File: config.mk
export PLATFORM = sky130hd
export DESIGN_NAME = ata_rst_diag_seq
export DESIGN_NICKNAME = d
export VERILOG_FILES = /design/src/rtl/ata_seq_pkg.sv /design/src/rtl/ata_seq_busy_timer.sv /design/src/rtl/ata_rst_diag_seq.sv
export SDC_FILE = /design/constraint.sdc
export NUM_CORES = 1
export LEC_CHECK = 0
export CAP_MARGIN = 10
export CORE_ASPECT_RATIO = 1.2
export CORE_MARGIN = 4
export CORE_UTILIZATION = 44
export CTS_CLUSTER_DIAMETER = 60
export DETAILED_ROUTE_END_ITERATION = 16
export DONT_BUFFER_PORTS = 1
export GPL_TIMING_DRIVEN = 0
export SLEW_MARGIN = 20
export SYNTH_ARGS = -nofsm -noshare
export SYNTH_HDL_FRONTEND = slang
export SYNTH_HIERARCHICAL = 1
export SYNTH_SLANG_ARGS = --single-unit
File: constraint.sdc
create_clock -name clk -period 3.97 [get_ports clk]
set_clock_uncertainty 0.05 [all_clocks]
set_input_delay 0.1985 -clock clk [delete_from_list [all_inputs] [get_ports clk]]
set_output_delay 0.1985 -clock clk [all_outputs]
set_load 0.01 [all_outputs]
File: src/rtl/ata_seq_pkg.sv
package ata_seq_pkg;
    // The state doubles as the purpose tag of the single busy timer.
    typedef enum logic [2:0] {
        SEQ_BOOT,
        SEQ_DETECT,
        SEQ_DIAG,
        SEQ_PDIAG_WAIT,
        SEQ_SRST_HOLD,
        SEQ_IDLE
    } seq_state_e;

    localparam logic [7:0] DIAG_PASS = 8'h01;
    localparam logic [7:0] DIAG_FAIL = 8'h00;
endpackage

File: src/rtl/ata_seq_busy_timer.sv
module ata_seq_busy_timer #(
    parameter int unsigned CNT_W = 8
) (
    input  logic             clk,
    input  logic             rst_n,
    input  logic             load,
    input  logic [CNT_W-1:0] load_val,
    output logic             expire
);
    logic [CNT_W-1:0] cnt_q;

    always_ff @(posedge clk or negedge rst_n) begin
        if (!rst_n)             cnt_q <= '0;
        else if (load)          cnt_q <= load_val;
        else if (cnt_q != '0)   cnt_q <= cnt_q - 1'b1;
    end

    assign expire = (cnt_q == '0);
endmodule

File: src/rtl/ata_rst_diag_seq.sv
module ata_rst_diag_seq
    import ata_seq_pkg::*;
#(
    parameter int unsigned DET_CYC   = 400000,
    parameter int unsigned DIAG_CYC  = 400000,
    parameter int unsigned PDIAG_CYC = 400000
) (
    input  logic       clk,
    input  logic       rst_n,
    input  logic       pos_i,
    input  logic       present_i,
    input  logic       dasp_i,
    input  logic       pdiag_i,
    input  logic       srst_i,
    input  logic       exec_diag_i,
    output logic       dasp_o,
    output logic       pdiag_o,
    output logic       irq_o,
    output logic       busy_o,
    output logic       single_o,
    output logic [7:0] err_o,
    output logic [7:0] sec_cnt_o,
    output logic [7:0] sec_num_o,
    output logic [7:0] cyl_lo_o,
    output logic [7:0] cyl_hi_o,
    output logic [7:0] dev_head_o
);
    localparam int unsigned MAX_A   = (DET_CYC > DIAG_CYC) ? DET_CYC : DIAG_CYC;
    localparam int unsigned MAX_CYC = (MAX_A > PDIAG_CYC) ? MAX_A : PDIAG_CYC;
    localparam int unsigned CNT_W   = $clog2(MAX_CYC + 1);

    seq_state_e       state_q, state_d;
    logic             expire, tmr_load;
    logic [CNT_W-1:0] tmr_val;
    logic             srst_q, resetting_q, seen_q, cmd_q;
    logic             srst_take, diag_done, wait_fail, finish;

    assign srst_take = srst_i && !srst_q && !resetting_q;

    // Next-state logic
    always_comb begin
        state_d = state_q;
        unique case (state_q)
            SEQ_BOOT:       state_d = pos_i ? SEQ_DIAG : SEQ_DETECT;
            SEQ_DETECT:     if (expire) state_d = SEQ_DIAG;
            SEQ_DIAG:       if (expire)
                                state_d = (!pos_i && !single_o && !pdiag_i)
                                          ? SEQ_PDIAG_WAIT : SEQ_IDLE;
            SEQ_PDIAG_WAIT: if (pdiag_i || expire) state_d = SEQ_IDLE;
            SEQ_SRST_HOLD:  if (!srst_i) state_d = SEQ_DIAG;
            SEQ_IDLE:       if (exec_diag_i) state_d = SEQ_DIAG;
            default:        state_d = SEQ_IDLE;
        endcase
        if (srst_take) state_d = SEQ_SRST_HOLD;
    end

    always_comb begin
        tmr_load = (state_d != state_q);
        unique case (state_d)
            SEQ_DETECT:     tmr_val = CNT_W'(DET_CYC - 1);
            SEQ_DIAG:       tmr_val = CNT_W'(DIAG_CYC - 1);
            SEQ_PDIAG_WAIT: tmr_val = CNT_W'(PDIAG_CYC - 1);
            default: begin
                tmr_val  = '0;
                tmr_load = 1'b0;
            end
        endcase
    end

    assign diag_done = (state_q == SEQ_DIAG) && expire && !srst_take;
    assign wait_fail = (state_q == SEQ_PDIAG_WAIT) && expire && !pdiag_i && !srst_take;
    assign finish    = (state_q == SEQ_DIAG || state_q == SEQ_PDIAG_WAIT)
                       && (state_d == SEQ_IDLE);
    assign busy_o    = (state_q != SEQ_IDLE);

    ata_seq_busy_timer #(.CNT_W(CNT_W)) u_timer (
        .clk      (clk),
        .rst_n    (rst_n),
        .load     (tmr_load),
        .load_val (tmr_val),
        .expire   (expire)
    );

    // State register
    always_ff @(posedge clk or negedge rst_n) begin
        if (!rst_n) state_q <= SEQ_BOOT;
        else        state_q <= state_d;
    end

    // Output and flag register
    always_ff @(posedge clk or negedge rst_n) begin
        if (!rst_n) begin
            dasp_o <= 1'b0; pdiag_o <= 1'b0; irq_o <= 1'b0;
            single_o <= 1'b0; err_o <= '0;
            sec_cnt_o <= '0; sec_num_o <= '0; cyl_lo_o <= '0;
            cyl_hi_o <= '0; dev_head_o <= '0;
            srst_q <= 1'b0; resetting_q <= 1'b1; seen_q <= 1'b0; cmd_q <= 1'b0;
        end else begin
            srst_q <= srst_i;
            if (state_q == SEQ_BOOT && pos_i) dasp_o <= 1'b1;
            if (state_q == SEQ_DETECT) begin
                seen_q <= seen_q | dasp_i;
                if (expire) single_o <= !(seen_q | dasp_i);
            end
            if (srst_take) begin
                dasp_o <= 1'b0; pdiag_o <= 1'b0; irq_o <= 1'b0;
            end
            if (diag_done) begin
                err_o <= present_i ? DIAG_PASS : DIAG_FAIL;
                if (pos_i && present_i) pdiag_o <= 1'b1;
            end
            if (wait_fail) err_o[7] <= 1'b1;
            if (finish) begin
                sec_cnt_o <= 8'd1; sec_num_o <= 8'd1;
                cyl_lo_o <= 8'd0; cyl_hi_o <= 8'd0; dev_head_o <= 8'd0;
                resetting_q <= 1'b0;
                cmd_q <= 1'b0;
                if (cmd_q && !pos_i) irq_o <= 1'b1;
            end
            if (state_q == SEQ_IDLE && exec_diag_i && !srst_take) begin
                cmd_q <= 1'b1;
                irq_o <= 1'b0;
            end
            if (state_q == SEQ_SRST_HOLD && !srst_i) cmd_q <= 1'b0;
        end
    end

    // Assertions
    p_single_stable_r2: assert property (@(posedge clk) disable iff (!rst_n)
        (state_q != SEQ_DETECT) |=> $stable(single_o));
    p_pdiag_on_pass_r5: assert property (@(posedge clk) disable iff (!rst_n)
        $rose(pdiag_o) |-> (pos_i && err_o == DIAG_PASS));
    p_bit7_from_wait_r6: assert property (@(posedge clk) disable iff (!rst_n)
        $rose(err_o[7]) |-> $past(state_q == SEQ_PDIAG_WAIT));
    p_finish_signature_r8: assert property (@(posedge clk) disable iff (!rst_n)
        $fell(resetting_q) |-> (sec_cnt_o == 8'd1 && sec_num_o == 8'd1 && !busy_o));
    p_srst_ignored_r9: assert property (@(posedge clk) disable iff (!rst_n)
        (resetting_q && srst_i && !srst_q) |=> (state_q != SEQ_SRST_HOLD));
    p_hold_busy_r10: assert property (@(posedge clk) disable iff (!rst_n)
        (state_q == SEQ_SRST_HOLD && srst_i) |=> busy_o);
    p_irq_dev0_r11: assert property (@(posedge clk) disable iff (!rst_n)
        $rose(irq_o) |-> (!pos_i && !busy_o));
endmodule

==> impl_metrics.csv <==
group,metric,value,unit
power_and_ir_drop,power_density,653,nW/um2
die,initial_utilization,45.9,%
clocking,clk_pin_slew_worst_setup_hold_paths,0.07,ns
synth,synth_top_family_by_area,"simple AND/OR/NAND/NOR gates",
timing,tns,0,ns
final_layout,area_growth,18.6,%
worst_setup_path,critPathLaunchType,"flop",
synth,synth-xor-area-share,4.99,%
worst_setup_path,arrival,3.85,ns
grt,grt_pass1_wl,7.79,mm
worst_setup_path,critical_path.endpoint_type,"flop",
power_and_ir_drop,worst_ir_drop_vdd,0.000396,V
timing,timing_max_transition_violations_final,0,
timing,min_period_over_period,93.8,%
die,placeableCoreArea,4970,um2
synth,syn_area_per_cell,9.02,um2
grt,number_of_global_route_vias_before_repair,1685,
synth,mapped_cells,253,
timing,grt_setup_unrepaired,"false",
grt,global_route.overflow_total,0,
run_status,status,"completed",
worst_setup_path,path_max_fanout,15,
synth,yosysMostFrequentCell,"sky130_fd_sc_hd__buf_4",
synth,yosys_register_bits,33,
synth,synthArstFlopShare,100,%
synth,synthSimpleGateAreaFrac,20.8,%
die,area_of_the_die,6400,um2
worst_setup_path,setup.worst_path.class,"reg -> reg",
synth,compound_cell_area_share_of_the_yosys_netlist,16.2,%
clocking,cts_num_sinks,33,
final_layout,post_route_cells_drive_above_1_share,26.3,%
drt,drt_first_pass_iters,4,
power_and_ir_drop,total_leakage_power,0.00127,uW
placed_design,port_buffers,0,
timing,hold-worst-slack,0.0201,ns
drt,drt_iter0_drc,92,
job,maxCapViolations,0,
synth,post_synth_top_area_cell,"sky130_fd_sc_hd__dfrtp_1",
synth,yosys_warnings,6,
clocking,ctsRootBufferMaster,"sky130_fd_sc_hd__clkbuf_8",
drt,viasPerCell,4.82,
timing,fmax,269,MHz
synth,synth-edff-count,0,
die,floorplan.die.height,86.9,um
synth,post_synth_most_frequent_cells,"47 x sky130_fd_sc_hd__buf_4, 32 x sky130_fd_sc_hd__dfrtp_1, 23 x sky130_fd_sc_hd__nand2_1, 17 x sky130_fd_sc_hd__o21ai_0, 16 x sky130_fd_sc_hd__nor2_1",
synth,synth.area.mux_share,2.30,%
placed_design,globalplace.congestion,0.821,
timing,report.final.hold_viol_count,0,
synth,post_synth_main_area_contributors,"sky130_fd_sc_hd__dfrtp_1 35%, sky130_fd_sc_hd__buf_4 15%, sky130_fd_sc_hd__nand2_1 3.8%",
clocking,worst_skew_pair.late_latency,0.28,ns
die,die_width,73.7,um
synth,synth.distinct_cells,64,
timing,timing.max_slew.rel_slack,64.1,%
timing,layout_min_cycle_time,3.72,ns
synth,netlist_area,2280,um2
drt,wl,4.92,mm
clocking,clk_path_buf_depth,2,
grt,antenna_found_initial,0,
die,io_pins,61,
final_layout,fin_nets,324,
final_layout,inserted_diodes,0,
clocking,cts_inserted_buffers,5,
final_layout,fillCellCount,474,
die,cell_rows,28,
synth,synthFlopType,"sky130_fd_sc_hd__dfrtp_1",
drt,avgRoutedWirePerCell,13.1,um
clocking,h_tree_depth_reported_by_cts,2,
grt,grt.total_usage,15.8,%
hold_path,holdCritPathClass,"in -> reg",
drt,final_antenna_net_count,0,
drt,num_vias,1812,
grt,largest_net_degree_at_the_start_of_global_routing,34,
timing,worst_slew_pin_slew,0.535,ns
synth,synth_fa_ha_area_share,0.549,%
clocking,cts_tree,"done",
worst_setup_path,worstPathRequired,4.10,ns
synth,yosysSeqAreaShare,36.3,%
timing,setup_viol,0,
drt,post-route-drc-count,0,
synth,synth_top_area_share,35.1,%
placed_design,detailed_place_hpwl,3.54,mm
## cells by family after synthesis
kind of cell | after synthesis
buf+inv | 62
flops | 33
compound gates | 54
xor+xnor | 13
other cells | 1
mux | 3
fa+ha+maj | 1
simple gates | 86
## report_power, final
group	switching, uW	internal [uW]	leakage (uW)
logic	512	389	0.000818
clock network	127	122	0.0000450
registers	141	477	0.000404
## stage by stage
stage	total power (uW)	utilization [%]	setup slack (ns)	instances	instance area, um2
2_1_floorplan	1300	-	0.459	303	2470
3_3_place_gp	1480	51.1	-0.234	363	2540
3_5_place_dp	1490	51.1	-0.271	363	2540
4_1_cts	1770	54.0	0.00422	375	2690
5_1_grt	1920	54.4	0.00957	376	2710
6_report	1770	54.4	0.248	376	2710
## state kept, by name, indices dropped and copies added (netlist names)
signal         cells
resetting_q        1
pdiag_o            1
seen_q             1
state_q            3
sec_cnt_o          1
err_o              2
irq_o              1
cmd_q              1
u_timer/cnt_q     19
dasp_o             1
srst_q             1
single_o           1
## path summary, 6_finish.rpt
path	to	slack, ns	depth (start not counted)	startpoint
setup / recovery	u_timer/cnt_q[6]	0.25	12	u_timer/cnt_q[14]
hold / removal	cmd_q	0.02	1	srst_i
setup reg to reg	u_timer/cnt_q[6]	0.25	12	u_timer/cnt_q[14]
hold reg to reg	resetting_q	0.42	1	resetting_q
max in group asynchronous	resetting_q	3.32	2	rst_n
min in group asynchronous	err_o[0]	0.31	2	rst_n
## area by class of cell
class                           count  area, um2  share of cell area [%]
Tap cell                           60       75.1                    2.78
Inverter                            8       30.0                    1.11
Clock inverter                      2       10.0                   0.370
Clock buffer                        6       72.6                    2.68
Timing Repair Buffer                5       60.1                    2.22
Multi-Input combinational cell    208       1230                    45.5
Sequential cell                    33        827                    30.6
Buffer                             54        400                    14.8
## cell usage in the layout (no fill, tap or decap), types with 4 or more instances in the layout
cell type	n
sky130_fd_sc_hd__conb_1	51
sky130_fd_sc_hd__xnor2_1	6
sky130_fd_sc_hd__nand3_1	5
sky130_fd_sc_hd__nand2_1	23
sky130_fd_sc_hd__dlygate4sd3_1	4
sky130_fd_sc_hd__nor2_1	16
sky130_fd_sc_hd__buf_4	47
sky130_fd_sc_hd__nor3_1	6
sky130_fd_sc_hd__clkbuf_8	5
sky130_fd_sc_hd__xor2_1	7
sky130_fd_sc_hd__dfrtp_1	32
sky130_fd_sc_hd__o21ai_0	17
sky130_fd_sc_hd__inv_1	8
sky130_fd_sc_hd__nor4_1	5
sky130_fd_sc_hd__o31ai_1	8
## critical path: stages (launching register included)
cell and delay, ns:
sky130_fd_sc_hd__dfrtp_1 0.43, sky130_fd_sc_hd__or4_4 0.54, sky130_fd_sc_hd__or4b_1 0.46, sky130_fd_sc_hd__buf_2 0.19, sky130_fd_sc_hd__nor2_4 0.35, sky130_fd_sc_hd__inv_1 0.09
sky130_fd_sc_hd__a2111oi_0 0.42, sky130_fd_sc_hd__nor2_1 0.08, sky130_fd_sc_hd__a31oi_1 0.29, sky130_fd_sc_hd__clkbuf_2 0.28, sky130_fd_sc_hd__clkbuf_2 0.28, sky130_fd_sc_hd__nand2_1 0.08
sky130_fd_sc_hd__o31ai_1 0.08
## metal layers
metal	GRT usage, %	vias to the layer above	routed length [um]
li1	-	927	-
met1	18.0	832	2000
met2	27.3	42	2550
met3	4.73	11	260
met4	5.77	0	102
met5	0	-	0
## what timing repair did
item | in CTS | in global routing
setup buffers | 0 | 0
hold endpoints to repair | 35 | 1
setup endpoints to repair | 16 | 14
resized for setup | 3 | 5
pin swaps | 0 | 0
hold buffers | 4 | 1
(Power assumes the default switching activity.)
